--- config.mk ---
export PLATFORM = sky130hd
export DESIGN_NAME = cmpcap_timer
export DESIGN_NICKNAME = d
export VERILOG_FILES = /design/src/rtl/cct_pkg.sv /design/src/rtl/cct_prescaler.sv /design/src/rtl/cct_gr_unit.sv /design/src/rtl/cmpcap_timer.sv
export SDC_FILE = /design/constraint.sdc
export NUM_CORES = 1
export LEC_CHECK = 0
export BUFFER_PORTS_ARGS = -buffer_cell sky130_fd_sc_hd__buf_2
export CAP_MARGIN = 20
export CORE_ASPECT_RATIO = 0.8
export CORE_MARGIN = 2
export CORE_UTILIZATION = 40
export DETAILED_ROUTE_END_ITERATION = 10
export GPL_TIMING_DRIVEN = 0
export PLACE_DENSITY = 0.66
export SETUP_SLACK_MARGIN = 0.1
export SLEW_MARGIN = 40
export SYNTH_ARGS = -nofsm -noshare
export SYNTH_HDL_FRONTEND = slang
export SYNTH_SLANG_ARGS = --single-unit
--- constraint.sdc ---
create_clock -name clk -period 2.38 [get_ports clk]
set_input_delay 0.119 -clock clk [delete_from_list [all_inputs] [get_ports clk]]
set_output_delay 0.119 -clock clk [all_outputs]
set_load 0.005 [all_outputs]
--- src/rtl/cct_pkg.sv ---
package cct_pkg;
  localparam int N_GR   = 2;
  localparam int MODE_W = 3;
  localparam int ADDR_W = 3;
  localparam int N_FLAG = 3;

  localparam logic [ADDR_W-1:0] A_CTRL = 3'd0;
  localparam logic [ADDR_W-1:0] A_MODE = 3'd1;
  localparam logic [ADDR_W-1:0] A_STAT = 3'd2;
  localparam logic [ADDR_W-1:0] A_IEN  = 3'd3;
  localparam logic [ADDR_W-1:0] A_CNT  = 3'd4;
  localparam logic [ADDR_W-1:0] A_GRA  = 3'd5;

  typedef enum logic [1:0] {
    CLR_FREE = 2'd0,
    CLR_ON_A = 2'd1,
    CLR_ON_B = 2'd2,
    CLR_SYNC = 2'd3
  } clr_mode_e;

  // packed: bits 7:6 clr, 5:4 edge_sel, 3:1 src, 0 run
  typedef struct packed {
    logic [1:0] clr;
    logic [1:0] edge_sel;
    logic [2:0] src;
    logic       run;
  } ctrl_t;
endpackage

--- src/rtl/cct_prescaler.sv ---
module cct_prescaler #(
  parameter int N_EXT = 4,
  parameter int N_DIV = 4
) (
  input  logic             clk,
  input  logic             rst,
  input  logic [N_EXT-1:0] ext_clk,
  input  logic [2:0]       src,
  input  logic [1:0]       edge_sel,
  output logic             tick
);
  localparam int DIV_W = N_DIV - 1;
  localparam int IDX_W = (N_EXT > 1) ? $clog2(N_EXT) : 1;

  logic [DIV_W-1:0] div_q;
  logic [DIV_W-1:0] mask;
  logic [N_EXT-1:0] s1_q, s2_q, s3_q;
  logic [N_EXT-1:0] rise, fall;
  logic [IDX_W-1:0] idx;
  logic             int_tick, ext_tick;

  always_ff @(posedge clk) begin
    if (rst) begin
      div_q <= '0;
      s1_q  <= '0;
      s2_q  <= '0;
      s3_q  <= '0;
    end else begin
      div_q <= div_q + 1'b1;
      s1_q  <= ext_clk;
      s2_q  <= s1_q;
      s3_q  <= s2_q;
    end
  end

  for (genvar e = 0; e < N_EXT; e++) begin : g_edge
    assign rise[e] = s2_q[e] & ~s3_q[e];
    assign fall[e] = ~s2_q[e] & s3_q[e];
  end

  always_comb begin
    mask     = DIV_W'((32'd1 << src[1:0]) - 32'd1);
    int_tick = ((div_q & mask) == mask);
    idx      = src[IDX_W-1:0];
    case (edge_sel)
      2'b00:   ext_tick = rise[idx];
      2'b01:   ext_tick = fall[idx];
      default: ext_tick = rise[idx] | fall[idx];
    endcase
    tick = src[2] ? ext_tick : int_tick;
  end


  div8_gap_chk: assert property (@(posedge clk) disable iff (rst)
    (src == 3'd3 && tick) |=> !(tick && src == 3'd3));
endmodule

--- src/rtl/cct_gr_unit.sv ---
module cct_gr_unit #(
  parameter int W = 16
) (
  input  logic         clk,
  input  logic         rst,
  input  logic         run,
  input  logic         tick,
  input  logic [W-1:0] cnt,
  input  logic [2:0]   mode,
  input  logic         pin_in,
  input  logic         wr_gr,
  input  logic [W-1:0] wdata,
  output logic [W-1:0] gr_q,
  output logic         hit,
  output logic         pin_q
);
  logic p1_q, p2_q, p3_q;
  logic rise, fall, cap_edge, cmp_hit, cap_hit;

  always_comb begin
    rise = p2_q & ~p3_q;
    fall = ~p2_q & p3_q;
    if (mode[1])      cap_edge = rise | fall;
    else if (mode[0]) cap_edge = fall;
    else              cap_edge = rise;
    cmp_hit = run & tick & ~mode[2] & (cnt == gr_q);
    cap_hit = run & mode[2] & cap_edge;
    hit     = cmp_hit | cap_hit;
  end

  always_ff @(posedge clk) begin
    if (rst) begin
      p1_q  <= 1'b0;
      p2_q  <= 1'b0;
      p3_q  <= 1'b0;
      gr_q  <= '0;
      pin_q <= 1'b0;
    end else begin
      p1_q <= pin_in;
      p2_q <= p1_q;
      p3_q <= p2_q;
      if (wr_gr)        gr_q <= wdata;
      else if (cap_hit) gr_q <= cnt;
      if (cmp_hit) begin
        case (mode[1:0])
          2'b01:   pin_q <= 1'b0;
          2'b10:   pin_q <= 1'b1;
          2'b11:   pin_q <= ~pin_q;
          default: pin_q <= pin_q;
        endcase
      end
    end
  end


  drive_low_chk: assert property (@(posedge clk) disable iff (rst)
    (cmp_hit && mode == 3'b001) |=> !pin_q);

  drive_high_chk: assert property (@(posedge clk) disable iff (rst)
    (cmp_hit && mode == 3'b010) |=> pin_q);

  capture_load_chk: assert property (@(posedge clk) disable iff (rst)
    (cap_hit && !wr_gr) |=> gr_q == $past(cnt));

  idle_pin_chk: assert property (@(posedge clk) disable iff (rst)
    !run |=> $stable(pin_q));
endmodule

--- src/rtl/cmpcap_timer.sv ---
module cmpcap_timer
  import cct_pkg::*;
#(
  parameter int CNT_W = 16,
  parameter int N_EXT = 4,
  parameter int N_DIV = 4
) (
  input  logic              clk,
  input  logic              rst,
  input  logic              bus_wr,
  input  logic [2:0]        bus_addr,
  input  logic [CNT_W-1:0]  bus_wdata,
  output logic [CNT_W-1:0]  bus_rdata,
  input  logic [N_EXT-1:0]  ext_clk,
  input  logic [1:0]        cap_in,
  output logic [1:0]        cmp_out,
  output logic              irq_a,
  output logic              irq_b,
  output logic              irq_ovf
);
  ctrl_t                         ctrl_q;
  logic [N_GR-1:0][MODE_W-1:0]   mode_q;
  logic [N_FLAG-1:0]             ien_q, ien_n, flag_q, flag_n, set_v, clr_v, irq_q;
  logic [CNT_W-1:0]              cnt_q, cnt_n, rd_mux;
  logic [N_GR-1:0][CNT_W-1:0]    gr_q;
  logic [N_GR-1:0]               gr_hit, wr_gr;
  logic                          tick, cnt_tick, clr_hit, ovf_ev;
  logic                          wr_ctrl, wr_mode, wr_stat, wr_ien, wr_cnt;
  clr_mode_e                     clr_mode;

  assign wr_ctrl = bus_wr && bus_addr == A_CTRL;
  assign wr_mode = bus_wr && bus_addr == A_MODE;
  assign wr_stat = bus_wr && bus_addr == A_STAT;
  assign wr_ien  = bus_wr && bus_addr == A_IEN;
  assign wr_cnt  = bus_wr && bus_addr == A_CNT;

  cct_prescaler #(.N_EXT(N_EXT), .N_DIV(N_DIV)) u_presc (
    .clk      (clk),
    .rst      (rst),
    .ext_clk  (ext_clk),
    .src      (ctrl_q.src),
    .edge_sel (ctrl_q.edge_sel),
    .tick     (tick)
  );

  for (genvar g = 0; g < N_GR; g++) begin : g_gr
    assign wr_gr[g] = bus_wr && bus_addr == ADDR_W'(A_GRA + g);
    cct_gr_unit #(.W(CNT_W)) u_gr (
      .clk    (clk),
      .rst    (rst),
      .run    (ctrl_q.run),
      .tick   (tick),
      .cnt    (cnt_q),
      .mode   (mode_q[g]),
      .pin_in (cap_in[g]),
      .wr_gr  (wr_gr[g]),
      .wdata  (bus_wdata),
      .gr_q   (gr_q[g]),
      .hit    (gr_hit[g]),
      .pin_q  (cmp_out[g])
    );
  end

  always_comb begin
    clr_mode = clr_mode_e'(ctrl_q.clr);
    cnt_tick = ctrl_q.run & tick;
    clr_hit  = (clr_mode == CLR_ON_A && gr_hit[0]) ||
               (clr_mode == CLR_ON_B && gr_hit[1]);
    ovf_ev   = cnt_tick && !clr_hit && !wr_cnt && (&cnt_q);

    cnt_n = cnt_q;
    if (wr_cnt)        cnt_n = bus_wdata;
    else if (clr_hit)  cnt_n = '0;
    else if (cnt_tick) cnt_n = cnt_q + 1'b1;

    set_v  = {ovf_ev, gr_hit[1], gr_hit[0]};
    clr_v  = wr_stat ? ~bus_wdata[N_FLAG-1:0] : '0;
    flag_n = set_v | (flag_q & ~clr_v);
    ien_n  = wr_ien ? bus_wdata[N_FLAG-1:0] : ien_q;
  end

  always_comb begin
    rd_mux = '0;
    case (bus_addr)
      A_CTRL: rd_mux = CNT_W'(ctrl_q);
      A_MODE: for (int g = 0; g < N_GR; g++) rd_mux[4*g +: MODE_W] = mode_q[g];
      A_STAT: rd_mux[N_FLAG-1:0] = flag_q;
      A_IEN:  rd_mux[N_FLAG-1:0] = ien_q;
      A_CNT:  rd_mux = cnt_q;
      default:
        for (int g = 0; g < N_GR; g++)
          if (bus_addr == ADDR_W'(A_GRA + g)) rd_mux = gr_q[g];
    endcase
  end

  always_ff @(posedge clk) begin
    if (rst) begin
      ctrl_q    <= '0;
      mode_q    <= '0;
      ien_q     <= '0;
      flag_q    <= '0;
      cnt_q     <= '0;
      irq_q     <= '0;
      bus_rdata <= '0;
    end else begin
      if (wr_ctrl) ctrl_q <= ctrl_t'(bus_wdata[7:0]);
      if (wr_mode)
        for (int g = 0; g < N_GR; g++) mode_q[g] <= bus_wdata[4*g +: MODE_W];
      ien_q     <= ien_n;
      flag_q    <= flag_n;
      cnt_q     <= cnt_n;
      irq_q     <= flag_n & ien_n;
      bus_rdata <= rd_mux;
    end
  end

  assign irq_a   = irq_q[0];
  assign irq_b   = irq_q[1];
  assign irq_ovf = irq_q[2];


  stop_hold_chk: assert property (@(posedge clk) disable iff (rst)
    (!ctrl_q.run && !wr_cnt) |=> cnt_q == $past(cnt_q));

  cnt_write_chk: assert property (@(posedge clk) disable iff (rst)
    wr_cnt |=> cnt_q == $past(bus_wdata));

  wrap_flag_chk: assert property (@(posedge clk) disable iff (rst)
    ovf_ev |=> (cnt_q == '0 && flag_q[2]));

  self_clear_chk: assert property (@(posedge clk) disable iff (rst)
    (clr_hit && !wr_cnt) |=> cnt_q == '0);

  flag_a_set_chk: assert property (@(posedge clk) disable iff (rst)
    gr_hit[0] |=> flag_q[0]);

  flag_b_set_chk: assert property (@(posedge clk) disable iff (rst)
    gr_hit[1] |=> flag_q[1]);
endmodule

==> summary.md, run 1 <==
| Metric | Value |
|---|---|
| Top Ports | `49` |
| Die Area | `0.01576 mm²` |
| Port Buffers | `47` |
| Worst slew pin tran | `a little under 0.8 ns` |
| Final ANT Viol Nets | `0` |
| Vias in the first global route | `5,061` |
| Routed length per instance | `roughly 20 µm` |
| Setup crit start kind | `flip-flop` |
| Synth warnings | `0` |
| Largest net degree at the start of global routing | `19` |
| Lkg Pwr | `around 3 nW` |
| Worst vdd ir | `between 0.0006 and 0.0007 V` |
| Critical path arrival | `2.54 ns` |
| Fmax | `436.5 MHz` |
| Place WS | `-0.1813 ns` |
| Main synth FF type | `dfxtp_1` |
| WP data required | `2.63 ns` |
| Endpoint class of the critical path | `flip-flop` |
| CP dominant cell by count | `buf_6` |
| Slowest cell delay on critical path | `0.42 ns` |
| Tmin final | `2.291 ns` |
| Final HPWL DP | `13.45 mm` |
| Hold crit path type | `input pin to flip-flop` |
| Vias per cell | `5.862` |
| Final worst-path cycle share | `0.9625` |
| Global-route wire length before repair | `roughly 29 mm` |
| # clock sinks | `110` |
| Setup WS post-layout | `between 0.08 and 0.09 ns` |
| FP Rows | `39` |
| Setup violators final | `0` |
| Most common cell after layout, fill and taps aside | `dfxtp_1` |
| Starting Density | `0.4116` |
| EDFF count, synth | `0` |
| Post-Synthesis Net Count | `730` |
| Synth Cell Area | `0.005904 mm²` |
| Crit-path cells | `buf_6 -> xnor2_2 -> nand4_1 -> or3_4 -> o32ai_4 -> buf_6 -> a21oi_2 -> o311a_1` |
| Final Hold Viols | `0` |
| Nets | `810` |
| Overflow after GRT | `0` |
| Synth unique cells | `71` |
| Relative slew slack | `0.4745` |
| Worst path slowest cell | `or3_4` |
| CTS clock-pin slew for the worst setup and hold paths | `0.07 ns` |
| Max clock buf depth | `2` |
| Vias | `5,651` |
| TNS Setup | `0 ns` |
| Yosys reg bits | `110` |
| Avg Cell Area, Syn | `8.483 µm²` |
| Chip width | `139.8 µm` |
| Fin. max-slew vios | `0` |
| Total of max-cap violations | `0` |
| N_diodes | `0` |
| Initial antenna violation count | `0` |
| Layout cells sized above 1 | `0.1987` |
| Final Non-Filler Cells | `approximately 960` |
| Crit path kind | `flip-flop to flip-flop` |
| Die Y | `about 110 µm` |
| Hold depth | `3` |
| Dpl cells | `between 900 and 1,000` |
| Total GRT Usage | `0.2389` |
| RSZ-0062 raised after global routing | `yes` |
| Worst-skew pair later-pin latency | `0.37 ns` |
| DRC Markers | `0` |
| Detailed Routing Iterations Pass 1 | `6` |
| Most frequent cells in the layout | `dfxtp_1, nor2_1, nand2_1, buf_2, a21oi_1` |
| CTS tree | `built` |
| Area grow syn2layout | `21.04%` |
| # fillers | `approximately 1,400` |
| Async SR Flop Fraction | `0` |
| Setup Skew | `0.01054 ns` |
| TritonCTS Buffers | `9` |
| Core Area | `0.01435 mm²` |
| Iter 0 DRT Violations | `689` |
| Post-Synthesis Cells | `696` |
| Outcome | `complete, no violations` |
| H-tree depth | `3` |
| CP max FO | `6` |
| Gpl congestion | `roughly 0.96` |
| Number of cells on the worst reg-to-reg path | `8` |
| Pwr dens | `about 570 mW/mm²` |
| Clock Tree Root | `clkbuf_16` |
| Total power | `0.004067 W` |
| Total Wirelength | `19.03 mm` |
| Seq/Total Area, Yosys | `0.3730` |
## cells in the mapped netlist (3+ instances only)
cell type | instances | area [µm²]
ha_1 | 6 | 75.07
o22ai_1 | 3 | 18.77
a2111oi_0 | 3 | 26.28
nand3_1 | 11 | 55.05
nand2_1 | 56 | 210.2
o21ai_0 | 5 | 25.02
a211o_1 | 8 | 70.07
xnor2_1 | 6 | 52.55
nor2_1 | 94 | 352.8
o311ai_1 | 3 | 26.28
a221oi_1 | 7 | 61.31
buf_1 | 4 | 15.01
buf_2 | 17 | 85.08
nand3b_1 | 6 | 45.04
mux2i_1 | 46 | 460.4
clkbuf_1 | 36 | 135.1
or3_1 | 5 | 31.28
o31ai_1 | 7 | 52.55
nand4_1 | 7 | 43.79
a2111oi_2 | 4 | 60.06
a31oi_1 | 11 | 68.82
nor2b_1 | 18 | 112.6
o221a_2 | 3 | 33.78
a211oi_1 | 38 | 285.3
a21o_1 | 3 | 22.52
and2_1 | 3 | 18.77
dfxtp_1 | 110 | 2202
buf_4 | 3 | 22.52
xor2_1 | 30 | 262.8
nor3_1 | 12 | 60.06
inv_1 | 21 | 78.83
a311oi_1 | 3 | 26.28
a21oi_1 | 48 | 240.2
and3_1 | 7 | 43.79
nor4_1 | 7 | 43.79
## logic make-up (layout without fill, tap and decap cells)
family | Yosys count | in the layout | synth area share
mux | 49 | 49 | 0.08370
fa+ha+maj | 6 | 6 | 0.01271
xor+xnor | 36 | 36 | 0.05340
compound gates | 172 | 172 | 0.2248
flops | 110 | 110 | 0.3730
simple gates | 239 | 239 | 0.1922
buf+inv | 84 | 168 | 0.06018
## layout make-up
class,count,area [µm²],area share
Buffer,60,335.3,0.04692
Clock inverter,6,93.84,0.01313
Timing Repair Buffer,70,426.7,0.05970
Multi-Input combinational cell,502,3542,0.4956
Tap cell,184,230.2,0.03221
Inverter,23,86.33,0.01208
Sequential cell,110,2207,0.3088
Clock buffer,9,225.2,0.03151
## worst max-delay path, delay by kind of cell, from the launching register on
family | cells | cell delay (ns)
AOI/OAI and AO/OA | 3 | 0.78
and+or+nand+nor | 2 | 0.59
DFF | 1 | 0.32
buffers and inverters | 2 | 0.32
xor gates and xnor gates | 1 | 0.17
## per-layer routing
layer	wire length, µm	vias to the layer above	global-route usage
li1	-	2640	-
met4	406	0	0.06933
met1	8479	2672	0.3401
met3	1858	34	0.05418
met2	8288	305	0.3629
met5	0	-	0
## final timing paths
| path | to | slack [ns] | start |
|---|---|---|---|
| max | cnt_q[7]$_SDFFE_PP0P_ | 0.09 | cnt_q[10]$_SDFFE_PP0P_ |
| min | cnt_q[15]$_SDFFE_PP0P_ | 0.07 | bus_wdata[15] |
| max reg2reg | cnt_q[7]$_SDFFE_PP0P_ | 0.09 | cnt_q[10]$_SDFFE_PP0P_ |
| min reg2reg | u_presc.s2_q[1]$_SDFF_PP0_ | 0.44 | u_presc.s1_q[1]$_SDFF_PP0_ |
## report_power, final
| part | switching (W) | internal [W] | leakage [nW] | total (W) |
|---|---|---|---|---|
| clock | 0.000737 | 0.000929 | 0.158 | 0.00167 |
| combinational | 0.000292 | 0.000173 | 2.02 | 0.000465 |
| sequential | 0.0000431 | 0.00189 | 0.896 | 0.00193 |
## per-stage QoR
step	util	cell area [µm²]	hold slack, ns
2_1_floorplan	-	5904	0.2472
3_3_place_gp	0.4440	6370	0.3258
3_5_place_dp	0.4440	6370	0.3344
4_1_cts	0.4791	6873	0.06102
5_1_grt	0.4982	7147	0.07108
6_report	0.4982	7147	0.06916
## timing repair
action / in CTS / in global routing
hold buffers: 6 / 0
endpoints found under the hold margin: 6 / 0
resized for setup: 19 / 55
buffers inserted: 5 / 12
endpoints found under the setup margin: 18 / 36
pin swaps: 2 / 19
## state kept, by name, summed over array words and instances (netlist names), 3 cells and up
name            cells
u_presc.s3_q        4
cnt_q              16
g_gr.u_gr.gr_q     32
mode_q              6
u_presc.s2_q        4
ien_q               3
u_presc.div_q       3
irq_q               3
u_presc.s1_q        4
ctrl_q              6
bus_rdata          16
flag_q              3
Power figures use the tool's default switching activity.
==> run 2: changes to the inputs <==
--- a/config.mk
+++ b/config.mk
@@ -8,11 +8,9 @@
 export BUFFER_PORTS_ARGS = -buffer_cell sky130_fd_sc_hd__buf_2
 export CAP_MARGIN = 20
 export CORE_ASPECT_RATIO = 0.8
-export CORE_MARGIN = 2
 export CORE_UTILIZATION = 40
 export DETAILED_ROUTE_END_ITERATION = 10
 export GPL_TIMING_DRIVEN = 0
-export PLACE_DENSITY = 0.66
 export SETUP_SLACK_MARGIN = 0.1
 export SLEW_MARGIN = 40
 export SYNTH_ARGS = -nofsm -noshare
==> run 2 against run 1 <==
  * Fmax is 0.37% higher
  * Highest routed layer unchanged
  * Cell area down 3.3%
  * Wire length increased by 4.5%
  * Sequential power about the same
  * Power down 1.8%
  * Clock power down 4%
  * First-iteration DRC count fell by 23%
  * Global-route usage is 2.8 points higher
  * Count of clock-buffer cells in the layout up 2
==> summary.md, run 2 (synthesized netlist as in run 1, its figures left out) <==
| Metric | Value |
|---|---|
| Lkg Pwr | `3.006 nW (-2.3%)` |
| Layout cells sized above 1 | `0.1710 (-0.02773)` |
| Endpoint class of the critical path | `flip-flop` |
| Final core utilization | `0.4819 (-0.01622)` |
| Iter 0 DRT Violations | `532 (-23%)` |
| Critical path arrival | `2.56 ns (+0.02 ns)` |
| # fillers | `1,410 (+0.50%)` |
| Vias per cell | `5.881 (+0.32%)` |
| Biggest register | `g_gr.u_gr.gr_q` |
| Hold crit path type | `input pin to flip-flop` |
| Total Wirelength | `19.88 mm (+4.5%)` |
| Tmin final | `2.282 ns (-0.008375 ns)` |
| Final ANT Viol Nets | `0 (unchanged)` |
| Fmax | `438.1 MHz (+0.37%)` |
| Final Hold Viols | `0 (unchanged)` |
| Vias | `5,622 (-0.51%)` |
| Slowest cell delay on critical path | `0.41 ns (about the same)` |
| Die Area | `0.01525 mm² (-3.2%)` |
| Top flop regs | `g_gr.u_gr.gr_q (32), bus_rdata (16), cnt_q (16)` |
| Max clock buf depth | `2 (unchanged)` |
| CP max FO | `8 (+2)` |
| Core Area | `0.01435 mm² (unchanged)` |
| Total of max-cap violations | `0 (unchanged)` |
| Clock Tree Root | `clkbuf_16` |
| Port Buffers | `47 (unchanged)` |
| Relative slew slack | `0.4742 (about the same)` |
| Area grow syn2layout | `17.10%` |
| # clock sinks | `110 (unchanged)` |
| Setup crit start kind | `flip-flop` |
| FP Rows | `39 (unchanged)` |
| Total GRT Usage | `0.2674 (+0.02847)` |
| CTS tree | `built` |
| Chip width | `137.8 µm (-1.4%)` |
| Worst slew pin tran | `0.7886 ns (+0.0004459 ns)` |
| Outcome | `complete, no violations` |
| CTS clock-pin slew for the worst setup and hold paths | `0.07 ns (about the same)` |
| Top Ports | `49 (unchanged)` |
| WP data required | `2.66 ns (+0.03 ns)` |
| Die Y | `110.7 µm (-1.8%)` |
| Overflow after GRT | `0 (unchanged)` |
| Vias in the first global route | `5,374 (+6.2%)` |
| Nets | `801 (-1.1%)` |
| TritonCTS Buffers | `9 (unchanged)` |
| Multi-input gate area | `0.003438 mm² (-2.9%)` |
| Gpl congestion | `0.9426 (-1.6%)` |
| N_diodes | `0 (unchanged)` |
| Most frequent cells in the layout | `dfxtp_1, nor2_1, buf_2, nand2_1, a21oi_1` |
| DRC Markers | `0 (unchanged)` |
| Final worst-path cycle share | `0.9590 (-0.003519)` |
| Largest net degree at the start of global routing | `19 (unchanged)` |
| Register area | `0.002203 mm² (-0.17%)` |
| Setup Skew | `0.007744 ns (-0.002801 ns)` |
| Setup WS post-layout | `0.09751 ns (+0.008375 ns)` |
| Final HPWL DP | `14.40 mm (+7.1%)` |
| TNS Setup | `0 ns (unchanged)` |
| H-tree depth | `3 (unchanged)` |
| Worst vdd ir | `0.0004457 V (-27%)` |
| Detailed Routing Iterations Pass 1 | `5 (-1)` |
| Max reg flops | `32 (unchanged)` |
| Global-route wire length before repair | `30.13 mm (+3.2%)` |
| Crit path kind | `flip-flop to flip-flop` |
| Pwr dens | `577.7 mW/mm² (+1.5%)` |
| Worst-skew pair later-pin latency | `0.37 ns (about the same)` |
| Place WS | `-0.2443 ns (-0.06296 ns)` |
| Worst path slowest cell | `nor4_1` |
| Initial antenna violation count | `0 (unchanged)` |
| Starting Density | `0.4116 (unchanged)` |
| RSZ-0062 raised after global routing | `yes` |
| Fin. max-slew vios | `0 (unchanged)` |
| Most common cell after layout, fill and taps aside | `dfxtp_1` |
| Setup violators final | `0 (unchanged)` |
| Crit-path cells | `buf_2 -> xor2_1 -> nor4_1 -> nand3_1 -> nand3b_1 -> or2_1 -> a311oi_1` |
| Routed length per instance | `20.79 µm (+5.3%)` |
## run 2: cell types whose count changed in the layout (fill, tap and decap cells not counted), moves of 3 or more
cell	previous run	this run
buf_2	54	60
buf_4	20	11
dfxtp_1	106	109
buf_6	10	2
dfxtp_2	4	1
xnor2_1	2	5
## run 2: worst max-delay path, delay by kind of cell (launching register included)
| family | cells | cell delay (ns) |
|---|---|---|
| AND/OR/NAND/NOR | 4 | 1.28 |
| XOR/XNOR | 1 | 0.19 |
| flip-flops | 1 | 0.30 |
| buffers and inverters | 1 | 0.19 |
| AO/OA/AOI/OAI | 1 | 0.24 |
## run 2: layer usage
layer  global-route usage  routed length, µm  share of wire
met3              0.06173               1683          0.085
met4              0.09928                644          0.032
met1               0.3800               9092           0.46
met5                    0                  0              0
met2               0.3896               8459           0.43
## run 2: power breakdown
part | leakage, nW | internal [W] | switching (W)
logic | 1.96 | 0.000167 | 0.000292
registers | 0.895 | 0.00189 | 0.0000434
clock network | 0.148 | 0.000858 | 0.000743
total | 3.01 | 0.00292 | 0.00108
## run 2: path summary, 6_finish.rpt
check        cells past startpoint  slack [ns]                  startpoint                         end
max                              7         0.1       cnt_q[9]$_SDFFE_PP0P_         irq_q[0]$_SDFF_PP0_
min                              3        0.07               bus_wdata[14]      cnt_q[14]$_SDFFE_PP0P_
max reg2reg                      7         0.1       cnt_q[9]$_SDFFE_PP0P_         irq_q[0]$_SDFF_PP0_
min reg2reg                      1        0.44  u_presc.s1_q[0]$_SDFF_PP0_  u_presc.s2_q[0]$_SDFF_PP0_
## run 2: what timing repair did
| action | 4_1_cts | 5_1_grt |
|---|---|---|
| hold buffers | 6 | 0 |
| setup endpoints to repair | 23 | 31 |
| pin swaps | 3 | 12 |
| setup buffers | 3 | 4 |
| gates resized for setup | 13 | 23 |
| hold endpoints to repair | 6 | 0 |
## run 2: layout make-up
type | count | area share
sequential | 110 | 0.3187
inverter | 23 | 0.01249
tap | 184 | 0.03330
clock inverter | 5 | 0.009591
buffer | 61 | 0.04325
multi-input combinational | 502 | 0.4973
clock buffer | 11 | 0.03511
timing repair buffer | 60 | 0.05031
## run 2: metrics by stage
| step | total power, W | cell area (µm²) | hold slack (ns) | instances |
|---|---|---|---|---|
| finish | 0.003994 | 6914 | 0.06746 | 956 |
| global route | 0.004143 | 6914 | 0.06249 | 956 |
| floorplan | 0.002232 | 5904 | 0.2472 | 696 |
| global placement | 0.002392 | 6370 | 0.3275 | 927 |
| detailed placement | 0.002399 | 6370 | 0.3357 | 927 |
| CTS | 0.003995 | 6819 | 0.06140 | 952 |
==> run 3: changes to the inputs <==
--- a/config.mk
+++ b/config.mk
@@ -11,6 +11,7 @@
 export CORE_UTILIZATION = 40
 export DETAILED_ROUTE_END_ITERATION = 10
 export GPL_TIMING_DRIVEN = 0
+export HOLD_SLACK_MARGIN = 0.1
 export SETUP_SLACK_MARGIN = 0.1
 export SLEW_MARGIN = 40
 export SYNTH_ARGS = -nofsm -noshare
==> constraint.sdc (replaced) <==
create_clock -name clk -period 2.38 [get_ports clk]
set_input_delay 0.357 -clock clk [delete_from_list [all_inputs] [get_ports clk]]
set_output_delay 0.357 -clock clk [all_outputs]
set_load 0.005 [all_outputs]
==> run 3 against run 2 <==
  * Power is essentially flat
  * Die area unchanged
  * Critical endpoint is now cnt_q[14]$_SDFFE_PP0P_
  * Via count grew 0.48%
  * Largest power group unchanged
  * Highest routed layer unchanged
  * Fmax increased by 1.7%
  * Wire length hardly changed
  * Flip-flop and latch count unchanged
  * Final cell count is 0.42% lower
  * Global-route usage about the same
==> summary.md, run 3 (synthesized netlist as in run 1, its figures left out) <==
| Metric | Value |
|---|---|
| Place WS | `-0.2443 ns (unchanged)` |
| Psw | `0.001079 W (about the same)` |
| Vias per cell | `5.934 (+0.90%)` |
| Setup violators final | `0 (unchanged)` |
| Hold crit path type | `input pin to flip-flop` |
| Vias | `5,649 (+0.48%)` |
| Die Y | `110.7 µm (unchanged)` |
| Port Buffers | `47 (unchanged)` |
| # clock sinks | `110 (unchanged)` |
| Vias in the first global route | `5,344 (-0.56%)` |
| Worst slew pin tran | `0.8173 ns (+0.02868 ns)` |
| Total of max-cap violations | `0 (unchanged)` |
| Largest net degree at the start of global routing | `19 (unchanged)` |
| RSZ-0062 raised after global routing | `yes` |
| Max reg flops | `32 (unchanged)` |
| Lkg Pwr | `3.004 nW (about the same)` |
| H-tree depth | `3 (unchanged)` |
| Number of cells on the worst reg-to-reg path | `6 (-1)` |
| Initial antenna violation count | `0 (unchanged)` |
| CTS tree | `built` |
| Clock power share | `0.401 (about the same)` |
| Relative slew slack | `0.4551 (-0.01912)` |
| Clock Tree Root | `clkbuf_16` |
| Pwr dens | `578.5 mW/mm² (+0.14%)` |
| Critical path arrival | `2.51 ns (-0.05 ns)` |
| DRC Markers | `0 (unchanged)` |
| Tmin final | `2.243 ns (-0.03908 ns)` |
| Total Wirelength | `19.89 mm (about the same)` |
| Layout cells sized above 1 | `0.1784 (+0.007401)` |
| Final HPWL DP | `14.40 mm (unchanged)` |
| Chip width | `137.8 µm (unchanged)` |
| Slowest cell delay on critical path | `0.40 ns (about the same)` |
| WHS Endpoint | `g_gr[0].u_gr.p1_q$_SDFF_PP0_` |
| Met1 GRT Util | `0.3800 (unchanged)` |
| N_diodes | `0 (unchanged)` |
| Fmax | `445.7 MHz (+1.7%)` |
| Final core utilization | `0.4810 (-0.0009600)` |
| FP Rows | `39 (unchanged)` |
| Worst-skew pair later-pin latency | `0.37 ns (about the same)` |
| Core Area | `0.01435 mm² (unchanged)` |
| Iter 0 DRT Violations | `567 (+6.6%)` |
| Final worst-path cycle share | `0.9426 (-0.01642)` |
| GR Util met2 | `0.3903 (+0.0006700)` |
| Net Sw Frac | `0.2703 (+0.0004008)` |
| Min-Delay Startpoint | `cap_in[0]` |
| TritonCTS Buffers | `9 (unchanged)` |
| Crit-path cells | `and3b_4 -> o41ai_4 -> o2bb2ai_2 -> a2111oi_0 -> a211o_1 -> a2111oi_2` |
| Outcome | `complete, no violations` |
| Top flop regs | `g_gr.u_gr.gr_q (32), bus_rdata (16), cnt_q (16)` |
| Worst reg2reg path startpoint | `ctrl_q[1]$_SDFFE_PP0P_` |
| Gpl congestion | `0.9426 (unchanged)` |
| WP data required | `2.64 ns (-0.02 ns)` |
| Starting Density | `0.4116 (unchanged)` |
| Max clock buf depth | `2 (unchanged)` |
| Routed length per instance | `20.90 µm (+0.49%)` |
| P_int | `0.002913 W (-0.11%)` |
| Most frequent cells in the layout | `dfxtp_1, nor2_1, buf_2, nand2_1, a21oi_1` |
| Biggest register | `g_gr.u_gr.gr_q` |
| Sequential Power Share | `0.485 (about the same)` |
| Global-route wire length before repair | `30.06 mm (-0.23%)` |
| Hold depth | `2 (-1)` |
| Worst vdd ir | `0.0004462 V (+0.11%)` |
| Endpoint class of the critical path | `flip-flop` |
| Gate power share | `0.114 (about the same)` |
| Crit Reg-Reg Endpoint | `cnt_q[14]$_SDFFE_PP0P_` |
| Final Hold Viols | `0 (unchanged)` |
| Detailed Routing Iterations Pass 1 | `5 (unchanged)` |
| Setup Skew | `0.007362 ns (-0.0003819 ns)` |
| Setup WS post-layout | `0.1366 ns (+0.03908 ns)` |
| Worst path slowest cell | `dfxtp_2` |
| Area grow syn2layout | `16.87%` |
| GR met3 Demand/Resource | `0.06173 (unchanged)` |
| CP max FO | `8 (unchanged)` |
| R2R Setup Slk | `0.14 ns (+0.04 ns)` |
| Final ANT Viol Nets | `0 (unchanged)` |
| Dpl cells | `927 (unchanged)` |
| Top Ports | `49 (unchanged)` |
| # fillers | `1,414 (+0.28%)` |
| Nets | `797 (-0.50%)` |
| Most Crowded Layer GR | `met2` |
| TNS Setup | `0 ns (unchanged)` |
| Fin. max-slew vios | `0 (unchanged)` |
| Final Non-Filler Cells | `952 (-0.42%)` |
| Most common cell after layout, fill and taps aside | `dfxtp_1` |
| CTS clock-pin slew for the worst setup and hold paths | `0.08 ns (about the same)` |
| Total GRT Usage | `0.2670 (-0.0003868)` |
| Setup crit start kind | `flip-flop` |
| Crit path kind | `flip-flop to flip-flop` |
| Die Area | `0.01525 mm² (unchanged)` |
| Overflow after GRT | `0 (unchanged)` |
run 3: changes by cell type in the layout (fill, tap and decap cells not counted):
cell           delta
buf_2             -1
buf_6             +1
nor4_1            -1
a211oi_2          +1
buf_12            +1
dlygate4sd3_1     -6
clkbuf_2          +1
nor4_2            +1
clkbuf_4          +1
clkbuf_1          -1
a211oi_1          -1
run 3: layout make-up:
type                       count  area (µm²)  share of cell area
clock inverter                 5       66.31            0.009610
tap                          184       230.2             0.03336
inverter                      23       86.33             0.01251
sequential                   110        2203              0.3193
clock buffer                  11       242.7             0.03518
timing repair buffer          56       319.1             0.04624
buffer                        61       302.8             0.04388
multi-input combinational    502        3450              0.4999
run 3: worst max-delay path by stage:
stage | from | slack, ns | cells after the start | end
2_1_floorplan | g_gr[0].u_gr.p2_q$_SDFF_PP0_ | 0.36 | 8 | cnt_q[10]$_SDFFE_PP0P_
3_3_place_gp | ctrl_q[1]$_SDFFE_PP0P_ | -0.21 | 6 | cnt_q[9]$_SDFFE_PP0P_
3_5_place_dp | ctrl_q[1]$_SDFFE_PP0P_ | -0.24 | 6 | cnt_q[9]$_SDFFE_PP0P_
4_1_cts | cnt_q[14]$_SDFFE_PP0P_ | 0.10 | 8 | cnt_q[7]$_SDFFE_PP0P_
5_1_grt | ctrl_q[3]$_SDFFE_PP0P_ | -0.008 | 5 | cnt_q[14]$_SDFFE_PP0P_
6_report | ctrl_q[1]$_SDFFE_PP0P_ | 0.14 | 6 | cnt_q[14]$_SDFFE_PP0P_
run 3: routing by layer:
layer	up-vias	part of all wire
li1	2626	-
met3	47	0.081
met1	2696	0.46
met4	0	0.028
met2	280	0.43
met5	-	0
run 3: power by group through the flow:
stage / combinational (W) / sequential (W) / clock (W)
6_report: 0.000456 / 0.00194 / 0.00160
5_1_grt: 0.000488 / 0.00194 / 0.00171
4_1_cts: 0.000431 / 0.00193 / 0.00162
3_5_place_dp: 0.000424 / 0.00198 / 0
3_3_place_gp: 0.000418 / 0.00197 / 0
2_1_floorplan: 0.000267 / 0.00196 / 0
run 3: what timing repair did:
item,CTS,global route
gates resized for setup,13,29
hold buffers,0,0
endpoints found under the setup margin,23,33
buffers inserted,3,6
pin swaps,3,10
gates cloned,0,0
run 3: worst max-delay path: cells and delay by family, from the launching register on:
family	cells	cell delay, ns
DFF	1	0.40
and+or+nand+nor	1	0.24
AOI/OAI and AO/OA	5	1.51
run 3: metrics by stage:
step           total power, W  hold slack [ns]  cell area (µm²)
6_report             0.003992           0.1952             6900
5_1_grt              0.004139           0.1968             6900
4_1_cts              0.003987           0.1912             6759
3_5_place_dp         0.002399           0.4264             6370
3_3_place_gp         0.002392           0.4166             6370
2_1_floorplan        0.002232           0.4138             5904
